==> config.mk <==
export PLATFORM = sky130hd
export DESIGN_NAME = board_reset_pulse_reg
export DESIGN_NICKNAME = d
export VERILOG_FILES = /design/src/rtl/rstp_pkg.sv /design/src/rtl/rstp_decode.sv /design/src/rtl/rstp_timer.sv /design/src/rtl/rstp_readback.sv /design/src/rtl/board_reset_pulse_reg.sv
export SDC_FILE = /design/constraint.sdc
export NUM_CORES = 1
export LEC_CHECK = 0
export BUFFER_PORTS_ARGS = -buffer_cell sky130_fd_sc_hd__buf_2
export CAP_MARGIN = 20
export CORE_MARGIN = 2
export CORE_UTILIZATION = 45
export DETAILED_ROUTE_END_ITERATION = 8
export PLACE_DENSITY = 0.7
export SLEW_MARGIN = 20
export SYNTH_ARGS = -nofsm -noshare
export SYNTH_HDL_FRONTEND = slang
export SYNTH_HIERARCHICAL = 1
export SYNTH_SLANG_ARGS = --single-unit
==> constraint.sdc <==
create_clock -name clk -period 2.5 [get_ports clk]
set_input_delay 0.5 -clock clk [delete_from_list [all_inputs] [get_ports clk]]
set_output_delay 0.5 -clock clk [all_outputs]
set_load 0.03 [all_outputs]
==> src/rtl/rstp_pkg.sv <==
// Shared constants for the reset pulse register.
// Assumes a fixed set of six lanes with a fixed bit placement in the control byte.
package rstp_pkg;
    localparam int NUM_LANES = 6;

    // Register bit that controls a given lane.
    function automatic int lane_bit(input int lane);
        case (lane)
            0:       lane_bit = 0;
            1:       lane_bit = 1;
            2:       lane_bit = 2;
            3:       lane_bit = 4;
            4:       lane_bit = 6;
            default: lane_bit = 7;
        endcase
    endfunction
endpackage

==> src/rtl/rstp_decode.sv <==
// Address decode and per-lane trigger generation.
// Assumes reg_wr is a single-cycle strobe. A lane triggers when its bit is written as 0.
module rstp_decode
    import rstp_pkg::*;
#(
    parameter int ADDR_W    = 8,
    parameter int DATA_W    = 8,
    parameter logic [ADDR_W-1:0] CTRL_ADDR = 8'h10
) (
    input  logic                 clk,
    input  logic                 rst_n,
    input  logic [ADDR_W-1:0]    reg_addr,
    input  logic                 reg_wr,
    input  logic [DATA_W-1:0]    reg_wdata,
    output logic                 hit,
    output logic [NUM_LANES-1:0] trig
);
    // Address match for the control register.
    always_comb hit = (reg_addr == CTRL_ADDR);

    for (genvar i = 0; i < NUM_LANES; i++) begin : g_trig
        localparam int BP = lane_bit(i);
        // Start request: a write hitting the register with this lane's bit at 0.
        always_comb trig[i] = hit && reg_wr && !reg_wdata[BP];
    end

    // Writes elsewhere never trigger a lane.
    assert_foreign_addr_R8: assert property (@(posedge clk) disable iff (!rst_n)
        (reg_wr && reg_addr != CTRL_ADDR) |-> (trig == '0));
    // A write of all ones never triggers a lane.
    assert_ones_write_R4: assert property (@(posedge clk) disable iff (!rst_n)
        (reg_wr && reg_wdata == '1) |-> (trig == '0));
endmodule

==> src/rtl/rstp_timer.sv <==
// One lane's pulse timer. A trigger loads the full pulse count, and the lane
// stays active until the count runs out. Assumes PULSE_CYCLES >= 2.
module rstp_timer #(
    parameter int PULSE_CYCLES = 5_000_000,
    localparam int CNT_W = $clog2(PULSE_CYCLES + 1)
) (
    input  logic clk,
    input  logic rst_n,
    input  logic trig,
    output logic active
);
    localparam logic [CNT_W-1:0] LOAD = CNT_W'(PULSE_CYCLES - 1);

    logic [CNT_W-1:0] count;

    // Load on trigger (also restarts a running pulse), otherwise count down and release at zero.
    always_ff @(posedge clk) begin
        if (!rst_n) begin
            active <= 1'b0;
            count  <= '0;
        end else if (trig) begin
            active <= 1'b1;
            count  <= LOAD;
        end else if (active) begin
            if (count == '0) active <= 1'b0;
            else             count  <= count - 1'b1;
        end
    end

    // A trigger asserts the lane on the next cycle.
    assert_trig_starts_R2: assert property (@(posedge clk) disable iff (!rst_n)
        trig |=> active);
    // A trigger reloads the full count, including during a running pulse.
    assert_trig_reloads_R5: assert property (@(posedge clk) disable iff (!rst_n)
        trig |=> (count == LOAD));
    // An idle lane never starts by itself.
    assert_no_self_start_R4: assert property (@(posedge clk) disable iff (!rst_n)
        (!active && !trig) |=> !active);
    // A running pulse with count left is never cut short.
    assert_no_early_end_R3: assert property (@(posedge clk) disable iff (!rst_n)
        (active && count != '0) |=> active);
endmodule

==> src/rtl/rstp_readback.sv <==
// Read data mux. Mapped bits show the output level; every other bit and every
// other address reads zero.
module rstp_readback
    import rstp_pkg::*;
#(
    parameter int DATA_W = 8
) (
    input  logic                 clk,
    input  logic                 rst_n,
    input  logic                 hit,
    input  logic [NUM_LANES-1:0] active,
    output logic [DATA_W-1:0]    rdata
);
    // Assemble the readback byte from the lane states.
    always_comb begin
        rdata = '0;
        if (hit) begin
            for (int i = 0; i < NUM_LANES; i++) rdata[lane_bit(i)] = ~active[i];
        end
    end

    // The unused bits 3 and 5 always read zero.
    assert_unused_zero_R7: assert property (@(posedge clk) disable iff (!rst_n)
        (rdata[3] == 1'b0) && (rdata[5] == 1'b0));
endmodule

==> src/rtl/board_reset_pulse_reg.sv <==
// Top of the self-clearing reset pulse register.
// Writing 0 to a mapped bit at CTRL_ADDR pulses that lane's active-low reset
// for PULSE_CYCLES clocks. Assumes a single clock and synchronous reset.
module board_reset_pulse_reg
    import rstp_pkg::*;
#(
    parameter int CLK_HZ       = 50_000_000,
    parameter int PULSE_MS     = 100,
    parameter int PULSE_CYCLES = (CLK_HZ / 1000) * PULSE_MS,
    parameter int ADDR_W       = 8,
    parameter int DATA_W       = 8,
    parameter logic [ADDR_W-1:0] CTRL_ADDR = 8'h10
) (
    input  logic                 clk,
    input  logic                 rst_n,
    input  logic [ADDR_W-1:0]    reg_addr,
    input  logic                 reg_wr,
    input  logic [DATA_W-1:0]    reg_wdata,
    output logic [DATA_W-1:0]    reg_rdata,
    output logic [NUM_LANES-1:0] dev_rst_n
);
    logic                 hit;
    logic [NUM_LANES-1:0] trig;
    logic [NUM_LANES-1:0] active;

    rstp_decode #(.ADDR_W(ADDR_W), .DATA_W(DATA_W), .CTRL_ADDR(CTRL_ADDR)) u_decode (
        .clk(clk), .rst_n(rst_n), .reg_addr(reg_addr), .reg_wr(reg_wr),
        .reg_wdata(reg_wdata), .hit(hit), .trig(trig)
    );

    for (genvar i = 0; i < NUM_LANES; i++) begin : g_lane
        rstp_timer #(.PULSE_CYCLES(PULSE_CYCLES)) u_timer (
            .clk(clk), .rst_n(rst_n), .trig(trig[i]), .active(active[i])
        );
        // Drive the active-low pin from the lane state.
        always_comb dev_rst_n[i] = ~active[i];

        // Readback at the control address matches the pin level.
        assert_readback_pin_R7: assert property (@(posedge clk) disable iff (!rst_n)
            hit |-> (reg_rdata[lane_bit(i)] == dev_rst_n[i]));
    end

    rstp_readback #(.DATA_W(DATA_W)) u_readback (
        .clk(clk), .rst_n(rst_n), .hit(hit), .active(active), .rdata(reg_rdata)
    );

    // Other addresses read zero.
    assert_foreign_read_R8: assert property (@(posedge clk) disable iff (!rst_n)
        !hit |-> (reg_rdata == '0));
endmodule

==> results of run 1 <==
[layer usage]
| layer | share of wire (%) | vias to the layer above | routed length [um] |
|---|---|---|---|
| met4 | 1.2 | 0 | 261 |
| met2 | 47 | 232 | 10300 |
| met5 | 0 | - | 0 |
| li1 | - | 4155 | - |
| met3 | 5.0 | 21 | 1110 |
| met1 | 47 | 4043 | 10500 |
[where the power goes]
part	internal (mW)	total [mW]	switching (mW)	leakage, nW
clock	1.57	2.61	1.04	0.284
sequential	2.30	2.30	0.00176	1.16
combinational	0.0444	0.139	0.0944	2.44
[cells by family after synthesis]
logic type                 synth area share, %
AOI/OAI and AO/OA                         27.7
adders and majority gates                 1.71
buffers and inverters                     6.00
DFF                                       32.8
muxes                                     2.05
other                                   0.0427
and+or+nand+nor                           29.6
[timing repair]
| action | CTS | global route |
|---|---|---|
| endpoints found under the setup margin | 0 | 8 |
| hold endpoints to repair | 0 | 0 |
| resized for setup | 0 | 6 |
[sequential cells by signal (all words and copies together) (netlist names)]
register and cells:
g_lane.u_timer/count 138, g_lane.u_timer/active 6
[metrics by stage]
step                hold WS, ns  cell area, um^2  worst slack, ns  setup TNS [ns]  power, mW
floorplan                 0.429             8780            0.128               0       2.44
global placement          0.452             9550           0.0359               0       2.48
detailed placement        0.458             9550          -0.0152         -0.0152       2.49
CTS                       0.470            10100          0.00807               0       5.08
global route              0.494            10200          0.00820               0       5.19
finish                    0.469            10200           0.0834               0       5.05
[cells in the mapped netlist, drive strengths merged, types with 30 or more instances]
| master | n | area, um^2 |
|---|---|---|
| dfxtp | 144 | 2880 |
| inv | 54 | 203 |
| a2111oi | 30 | 413 |
| or3 | 30 | 188 |
| o21ai | 36 | 180 |
| nor2 | 61 | 229 |
| o31ai | 36 | 270 |
| buf | 40 | 211 |
| nor4 | 54 | 338 |
| or4 | 79 | 619 |
| a21oi | 66 | 330 |
| nand2 | 72 | 270 |
[cell type report]
| class | instances | area [um^2] | area share [%] |
|---|---|---|---|
| multi-input cells | 761 | 5450 | 53.7 |
| flip-flops and latches | 144 | 2880 | 28.4 |
| repair buffers | 96 | 672 | 6.62 |
| clock buffers | 19 | 433 | 4.26 |
| well taps | 265 | 332 | 3.26 |
| inverters | 60 | 225 | 2.22 |
| clock inverters | 13 | 163 | 1.60 |
[final timing paths]
path	end	slack, ns	cells after the start
setup / recovery	reg_rdata[0]	0.08	7
hold / removal	g_lane[2].u_timer/count[5]	0.47	1
setup reg to reg	g_lane[4].u_timer/count[19]	0.14	4
hold reg to reg	g_lane[2].u_timer/count[5]	0.47	1
[worst reg2reg max path, cell delays in order (launching register included)]
cell     delay, ns
dfxtp_1       0.36
or4_1         0.70
or4_1         0.58
a21o_1        0.25
o311a_1       0.35
==> metrics.md, run 1 <==
| Metric | Value |
|---|---|
| Status | completed |
| Hold/Removal Path Class | reg2reg |
| Antenna Nets Post-Route | 0 |
| CP Buf/Inv Count | 4 |
| Worst Setup Start Kind | input port |
| Async set or reset register ratio after synthesis | 0% |
| RSZ-0062 raised after global routing | no |
| Most used cell, CP | buf_2 |
| CTS max path bufs | 2 |
| Most frequent cells in the layout | dfxtp_1 (144), or4_1 (72), nand2_1 (72) |
| Largest net degree at the start of global routing | 22 |
| Number of remaining DRC errors | 0 |
| Gp weighted congestion | 0.840 |
| # Post-CTS Setup Buffers | 0 |
| Diode count | 0 |
| Total CTS buffers | 17 |
| Pins Over Slew Limit | 0 |
| Beginning of the critical path | reg_addr[1] |
| Vias per std cell | 6.22 |
| Clk_skew | 0.0130 ns |
| Layout cells sized above 1 | 18.3% |
| Grt ovf | 0 |
| Hold Buf Count CTS | 0 |
| Post-synthesis cell area | 8780 um^2 |
| Die height | 144 um |
| Power Dens Cells | 497 nW/um^2 |
| H-tree Lvls | 4 |
| Yosys cell types | 51 |
| Fin crit share | 96.7% |
| Core Area | 19,300 um^2 |
| Syn Area/Cell | 8.54 um^2 |
| Hpwl dp | 15.1 mm |
| Number of global-route vias before repair | 7,805 |
| Global route hottest layer | met2 |
| # port buffers | 28 |
| Synth Warn # | 6 |
| Util after Layout | 52.7% |
| Initial antenna violation count | 0 |
| Normalized max-slew margin | 54.5% |
| Clock sinks | 144 |
| Sequential area share after synthesis | 32.8% |
| Worst-path clk slew | 0.07 ns |
| Number of max-cap violations | 0 |
| Die area | 20,600 um^2 |
| Final setup viols | 0 |
| Synth Flop Type | dfxtp_1 |
| DP Cell Count | 1,326 |
| Crit path kind | in2out |
| RR Startpoint | g_lane[4].u_timer/count[2] |
| Via Count | 8,451 |
| Critical path, cell by cell | buf_2, or4b_1, buf_4, nor2_2, buf_6, and2b_2, buf_2 |
| Fin. Hold Viols | 0 |
| Filler Cells Inserted | 1,746 |
| Critical-path top delay cell | or4b_1 |
| Grt met3 use | 4.20% |
| Die Wd | 144 um |
| M2 GR Usage | 36.1% |
| Initial Utilization | 45.5% |
| Crit path arrival time | 1.92 ns |
| Row count | 51 |
| Leakage | 3.89 nW |
| Final wirelength | 22.1 mm |
| Most common cell after layout, fill and taps aside | dfxtp_1 |
| Critical Path Fanout Max | 7 |
| HP Start | g_lane[2].u_timer/count[5] |
| Met1 Track Usage GR | 29.4% |
| Top delay family on crit path | simple AND/OR/NAND/NOR gates |
| Crit path required time | 2.00 ns |
| Layout overhead on the synthesized area | 15.7% |
| Mapped Cells | 1,028 |
| Worst skew pair latency | 0.43 ns |
| Fin cells | 1,358 |
| Worst Tran Pin Value | 0.675 ns |
| Pre-antenna DRT Iters | 5 |
| Total track usage | 22.0% |
| Tmin final | 2.42 ns |
| I/O Pins | 33 |
| Max VDD drop | 0.445 mV |
| Avg WL per Cell | 16.3 um |
| Post-synth EDFFs | 0 |
| First-pass GRT wire length | 37.6 mm |
| CP Capture Type | primary output |
| Root Buffer Master | clkbuf_16 |
| Largest stage delay, worst path | 0.51 ns |
| Iter 0 DRT Violations | 532 |
| Register bit total from synthesis | 144 |
| Fin nets | 1,111 |
| CTS tree | done |
| Max Fclk | 414 MHz |
Note: power is estimated with default switching activity, not from simulation.
==> inputs of run 2 (changes only) <==
PLACE_DENSITY = 0.68   (was 0.7)
clock period = 2.3 ns   (was 2.5 ns; I/O delays follow)
==> metrics.md, run 2 (synthesis gave the netlist of run 1 again) <==
| Metric | Value |
|---|---|
| Status | completed (unchanged) |
| Max Fclk | 441 MHz |
| Filler Cells Inserted | 1,714 (was 1,746) |
| Die height | 144 um (unchanged) |
| Clk_skew | 0.00756 ns (was 0.0130 ns) |
| Clock sinks | 144 (unchanged) |
| Part of the power in registers | 42.3% (was 45.5%) |
| Grt ovf | 0 (unchanged) |
| Hold/Removal Path Class | reg2reg (unchanged) |
| Power Dens Cells | 544 nW/um^2 (was 497 nW/um^2) |
| Max VDD drop | 0.476 mV (was 0.445 mV) |
| Crit path arrival time | 1.81 ns (was 1.92 ns) |
| Number of remaining DRC errors | 0 (unchanged) |
| Fin. Hold Viols | 0 (unchanged) |
| Setup TNS | 0 ns (unchanged) |
| Initial antenna violation count | 0 (unchanged) |
| First-pass GRT wire length | 38.4 mm (was 37.6 mm) |
| Root Buffer Master | clkbuf_16 (unchanged) |
| DP Cell Count | 1,387 (was 1,326) |
| HP Start | g_lane[1].u_timer/count[5] (was g_lane[2].u_timer/count[5]) |
| Leakage | 4.28 nW (was 3.89 nW) |
| CP Capture Type | primary output (unchanged) |
| Hpwl dp | 16.5 mm (was 15.1 mm) |
| Die area | 20,600 um^2 (unchanged) |
| Number of global-route vias before repair | 7,875 (was 7,805) |
| Core Area | 19,300 um^2 (unchanged) |
| Most flop-heavy register | g_lane.u_timer/count (unchanged) |
| Clk pwr share | 54.9% (was 51.7%) |
| Initial Utilization | 45.5% (unchanged) |
| Worst-path clk slew | 0.06 ns (was 0.07 ns) |
| Critical Path Fanout Max | 7 (unchanged) |
| Fin nets | 1,181 (was 1,111) |
| Largest net degree at the start of global routing | 21 (was 22) |
| Switching Share | 19.9% (was 22.5%) |
| Number of max-cap violations | 0 (unchanged) |
| Layout overhead on the synthesized area | 23.7% (was 15.7%) |
| Via Count | 8,779 (was 8,451) |
| Pins Over Slew Limit | 0 (unchanged) |
| P_sw | 1.17 mW (was 1.13 mW) |
| Fin Hold WS | 0.484 ns (was 0.469 ns) |
| RSZ-0062 raised after global routing | yes (was no) |
| Worst Tran Pin Value | 0.577 ns (was 0.675 ns) |
| Final setup viols | 0 (unchanged) |
| Comb pwr share | 2.8% (about the same) |
| Hold depth | 1 (unchanged) |
| Internal Power | 4.73 mW (was 3.91 mW) |
| Row count | 51 (unchanged) |
| Worst Setup Start Kind | input port (unchanged) |
| Crit path required time | 1.84 ns (was 2.00 ns) |
| Reg2Reg Depth | 4 (unchanged) |
| Total track usage | 22.6% (was 22.0%) |
| Iter 0 DRT Violations | 684 (was 532) |
| CTS max path bufs | 2 (unchanged) |
| Most common cell after layout, fill and taps aside | dfxtp_1 (unchanged) |
| FF-to-FF End | g_lane[0].u_timer/count[1] (was g_lane[4].u_timer/count[19]) |
| Hold Buf Count CTS | 0 (unchanged) |
| Worst Hold End | g_lane[1].u_timer/count[5] (was g_lane[2].u_timer/count[5]) |
| Antenna Nets Post-Route | 0 (unchanged) |
| Avg WL per Cell | 16.4 um (was 16.3 um) |
| Crit path kind | in2out (unchanged) |
| Final wirelength | 23.4 mm (was 22.1 mm) |
| I/O Pins | 33 (unchanged) |
| Total CTS buffers | 17 (unchanged) |
| Fin cells | 1,428 (was 1,358) |
| Tmin final | 2.27 ns |
| Vias per std cell | 6.15 (was 6.22) |
| Registers with the most flip-flops | g_lane.u_timer/count: 138 flops, g_lane.u_timer/active: 6 flops (unchanged) |
| Fin crit share | 98.5% |
| Normalized max-slew margin | 60.5% (was 54.5%) |
| Flop2flop setup slack | 0.10 ns (was 0.14 ns) |
| Worst skew pair latency | 0.42 ns (was 0.43 ns) |
| Diode count | 0 (unchanged) |
| Die Wd | 144 um (unchanged) |
| Gp weighted congestion | 0.897 (was 0.840) |
| H-tree Lvls | 4 (unchanged) |
| Layout cells sized above 1 | 24.2% (was 18.3%) |
| Most frequent cells in the layout | dfxtp_1 (144), buf_4 (133), nand2_1 (72) (was dfxtp_1 (144), or4_1 (72), nand2_1 (72)) |
| CTS tree | done (unchanged) |
| RR Startpoint | g_lane[0].u_timer/count[20] (was g_lane[4].u_timer/count[2]) |
| Largest register FFs | 138 (unchanged) |
| Pre-antenna DRT Iters | 5 (unchanged) |
| # port buffers | 28 (unchanged) |
[run 2: cell count changes in the layout (fill, tap and decap cells not counted), sizes merged]
cell,change
clkinvlp,-1
inv,-2
clkinv,-4
clkbuf,+3
bufinv,+3
buf,+71
[run 2: timing repair]
item | 4_1_cts | 5_1_grt
hold endpoints to repair | 0 | 0
pin swaps | 0 | 4
gates resized for setup | 6 | 16
setup endpoints to repair | 6 | 36
buffers inserted | 0 | 9
[run 2: area by class of cell]
cell class                      count  area [um^2]  share of cell area [%]
Multi-Input combinational cell    761         5490                    50.5
Sequential cell                   144         2880                    26.5
Timing Repair Buffer              166         1240                    11.4
Clock buffer                       23          498                    4.59
Tap cell                          265          332                    3.05
Inverter                           60          225                    2.07
Clock inverter                      9          200                    1.84
[run 2: per-stage QoR]
| step | total power [mW] | setup slack (ns) | util (%) | instance area (um^2) |
|---|---|---|---|---|
| final | 5.91 | 0.0348 | 56.3 | 10900 |
| after CTS | 5.96 | 0.00776 | 55.7 | 10700 |
| after floorplan | 2.65 | 0.0528 | - | 8790 |
| after detailed placement | 2.71 | -0.164 | 52.0 | 10000 |
| after global routing | 6.09 | -0.0431 | 56.3 | 10900 |
| after global placement | 2.71 | -0.116 | 52.0 | 10000 |
[run 2: critical path, stage by stage]
cell	delay, ns
buf_6	0.09
or4b_4	0.52
buf_6	0.15
nor2_4	0.12
buf_6	0.14
and2b_2	0.13
buf_2	0.18
[run 2: how the worst max path moves through the flow]
stage                                      from                          end  slack, ns  cells after the start
floorplan                           reg_addr[7]  g_lane[0].u_timer/count[19]       0.05                      8
global placement                    reg_addr[7]  g_lane[2].u_timer/count[18]      -0.12                      9
detailed placement                  reg_addr[1]                 reg_rdata[0]      -0.16                      7
CTS                                 reg_addr[1]                 reg_rdata[1]      0.008                      7
global route        g_lane[0].u_timer/count[18]   g_lane[0].u_timer/count[2]      -0.04                      6
finish                              reg_addr[5]                 reg_rdata[7]       0.03                      7
[run 2: power by group through the flow]
stage	combinational (mW)	sequential, mW	clock [mW]
after floorplan	0.0962	2.55	0
after global placement	0.153	2.55	0
after detailed placement	0.154	2.55	0
after CTS	0.156	2.50	3.30
after global routing	0.178	2.50	3.41
final	0.164	2.50	3.24
[run 2: layer usage]
layer  up-vias  GRT usage, %  part of all wire (%)
li1       4303             -                     -
met1      4254          31.1                    47
met2       199          37.1                    47
met3        23          3.97                   4.2
met4         0          5.26                   1.1
met5         -             0                     0
==> inputs of run 3 (changes only) <==
CORE_ASPECT_RATIO = 0.9   (was not set)
SETUP_SLACK_MARGIN = 0.1   (was not set)
==> metrics.md, run 3 (synthesis gave the netlist of run 1 again) <==
| Metric | Value |
|---|---|
| Cell area after layout | 11,000 um^2 (was 10,900 um^2) |
| Number of global-route vias before repair | 8,100 (was 7,875) |
| Overall power | 5.55 mW (was 5.91 mW) |
| Critical Path Fanout Max | 3 (was 7) |
| Via Count | 8,777 (was 8,779) |
| Core Area | 19,200 um^2 (was 19,300 um^2) |
| Largest stage delay, worst path | 0.52 ns (about the same) |
| Worst skew pair latency | 0.42 ns (about the same) |
| Largest register FFs | 138 (unchanged) |
| Top delay family on crit path | simple AND/OR/NAND/NOR gates (unchanged) |
| Pins Over Slew Limit | 0 (unchanged) |
| Grt ovf | 0 (unchanged) |
| Post-DP Area | 9950 um^2 (was 10,000 um^2) |
| Total track usage | 22.9% (was 22.6%) |
| Registers with the most flip-flops | g_lane.u_timer/count: 138 flops, g_lane.u_timer/active: 6 flops (unchanged) |
| Switching Share | 21.0% (was 19.9%) |
| DP Cell Count | 1,365 (was 1,387) |
| RSZ-0062 raised after global routing | yes (unchanged) |
| Worst-path clk slew | 0.06 ns (about the same) |
| Clk_skew | 0.0101 ns (was 0.00756 ns) |
| Number of max-cap violations | 0 (unchanged) |
| Tmin final | 2.19 ns (was 2.27 ns) |
| Final WS setup | 0.114 ns (was 0.0348 ns) |
| Most frequent cells in the layout | dfxtp_1 (143), buf_4 (125), nand2_1 (71) (was dfxtp_1 (144), buf_4 (133), nand2_1 (72)) |
| Part of the power in registers | 45.0% (was 42.3%) |
| Initial antenna violation count | 1 (was 0) |
| Die height | 136 um (was 144 um) |
| Area of the multi-input gates | 5590 um^2 (was 5490 um^2) |
| Root Buffer Master | clkbuf_16 (unchanged) |
| Leakage | 4.28 nW (about the same) |
| Fin crit share | 95.0% (was 98.5%) |
| Status | completed (unchanged) |
| P_sw | 1.17 mW (about the same) |
| Worst Setup Start Kind | input port (unchanged) |
| Setup TNS | 0 ns (unchanged) |
| First-pass GRT wire length | 38.7 mm (was 38.4 mm) |
| CP Buf/Inv Count | 4 (unchanged) |
| CTS max path bufs | 2 (unchanged) |
| Pre-antenna DRT Iters | 5 (unchanged) |
| Final setup viols | 0 (unchanged) |
| Antenna Nets Post-Route | 0 (unchanged) |
| Gp weighted congestion | 0.849 (was 0.897) |
| Hold/Removal Path Class | in2reg (was reg2reg) |
| CP Capture Type | primary output (unchanged) |
| Final wirelength | 23.8 mm (was 23.4 mm) |
| Normalized max-slew margin | 61.0% (was 60.5%) |
| Number of remaining DRC errors | 0 (unchanged) |
| Die Wd | 151 um (was 144 um) |
| Critical path, cell by cell | buf_6, or4b_4, buf_6, nor2_4, buf_6, and2b_2, buf_6 (was buf_6, or4b_4, buf_6, nor2_4, buf_6, and2b_2, buf_2) |
| Critical-path top delay cell | or4b_4 (unchanged) |
| Row count | 48 (was 51) |
| Crit path arrival time | 1.73 ns (was 1.81 ns) |
| Power Dens Cells | 505 nW/um^2 (was 544 nW/um^2) |
| CTS tree | done (unchanged) |
| Clock sinks | 144 (unchanged) |
| Largest net degree at the start of global routing | 22 (was 21) |
| Total CTS buffers | 17 (unchanged) |
| Layout overhead on the synthesized area | 25.3% (was 23.7%) |
| Fin. Hold Viols | 0 (unchanged) |
| H-tree Lvls | 4 (unchanged) |
| Storage element area | 2880 um^2 (about the same) |
| Filler Cells Inserted | 1,683 (was 1,714) |
| Most used cell, CP | buf_6 (unchanged) |
| Vias per std cell | 6.21 (was 6.15) |
| Clk pwr share | 51.9% (was 54.9%) |
| Pre-CTS setup slack | -0.229 ns (was -0.164 ns) |
| Worst Tran Pin Value | 0.580 ns (was 0.577 ns) |
| Diode count | 0 (unchanged) |
| Fin cells | 1,414 (was 1,428) |
| Most common cell after layout, fill and taps aside | dfxtp_1 (unchanged) |
| Crit path required time | 1.84 ns (about the same) |
| Fin Hold WS | 0.436 ns (was 0.484 ns) |
| I/O Pins | 33 (unchanged) |
| Comb pwr share | 3.1% (was 2.8%) |
| Layout cells sized above 1 | 26.3% (was 24.2%) |
| Hpwl dp | 16.3 mm (was 16.5 mm) |
| Die area | 20,600 um^2 (about the same) |
| Fin nets | 1,182 (was 1,181) |
| Internal Power | 4.38 mW (was 4.73 mW) |
| Iter 0 DRT Violations | 585 (was 684) |
| Avg WL per Cell | 16.8 um (was 16.4 um) |
| Most flop-heavy register | g_lane.u_timer/count (unchanged) |
| Crit path kind | in2out (unchanged) |
| Max VDD drop | 0.396 mV (was 0.476 mV) |
| # port buffers | 28 (unchanged) |
| Max Fclk | 458 MHz (was 441 MHz) |
| Util after Layout | 57.4% (was 56.3%) |
| Hold Buf Count CTS | 0 (unchanged) |
| Initial Utilization | 45.8% (was 45.5%) |
run 3: power groups by stage:
stage	registers [mW]	clock network (mW)	logic, mW
after global placement	2.55	0	0.157
final	2.50	2.88	0.172
after detailed placement	2.55	0	0.158
after floorplan	2.55	0	0.0962
after global routing	2.50	3.05	0.185
after CTS	2.50	2.95	0.166
run 3: final cells by class:
cell class	instances	area share, %
multi-input cells	761	50.8
flip-flops and latches	144	26.2
repair buffers	167	12.4
clock buffers	24	4.47
inverters	60	2.11
clock inverters	8	1.16
well taps	250	2.84
run 3: path summary, 6_finish.rpt:
kind | from | to | slack (ns) | cells past startpoint
worst max-delay path | reg_addr[5] | reg_rdata[2] | 0.11 | 7
worst min register to register | g_lane[5].u_timer/count[5] | g_lane[5].u_timer/count[5] | 0.48 | 1
worst min-delay path | rst_n | g_lane[2].u_timer/count[14] | 0.44 | 2
worst max register to register | g_lane[4].u_timer/count[5] | g_lane[4].u_timer/count[18] | 0.13 | 7
run 3: routing by layer:
| layer | vias to the layer above | routed length [um] | GRT usage (%) | part of all wire, % |
|---|---|---|---|---|
| met3 | 22 | 1270 | 4.17 | 5.4 |
| met5 | - | 0 | 0 | 0 |
| met4 | 0 | 248 | 6.59 | 1.0 |
| met1 | 4223 | 11200 | 31.4 | 47 |
| met2 | 241 | 11100 | 36.9 | 47 |
| li1 | 4291 | - | - | - |
run 3: timing repair:
item	in CTS	in global routing
hold endpoints to repair	0	0
setup buffers	5	10
pin swaps	2	14
gates resized for setup	22	45
setup endpoints to repair	34	87
cloned	1	1
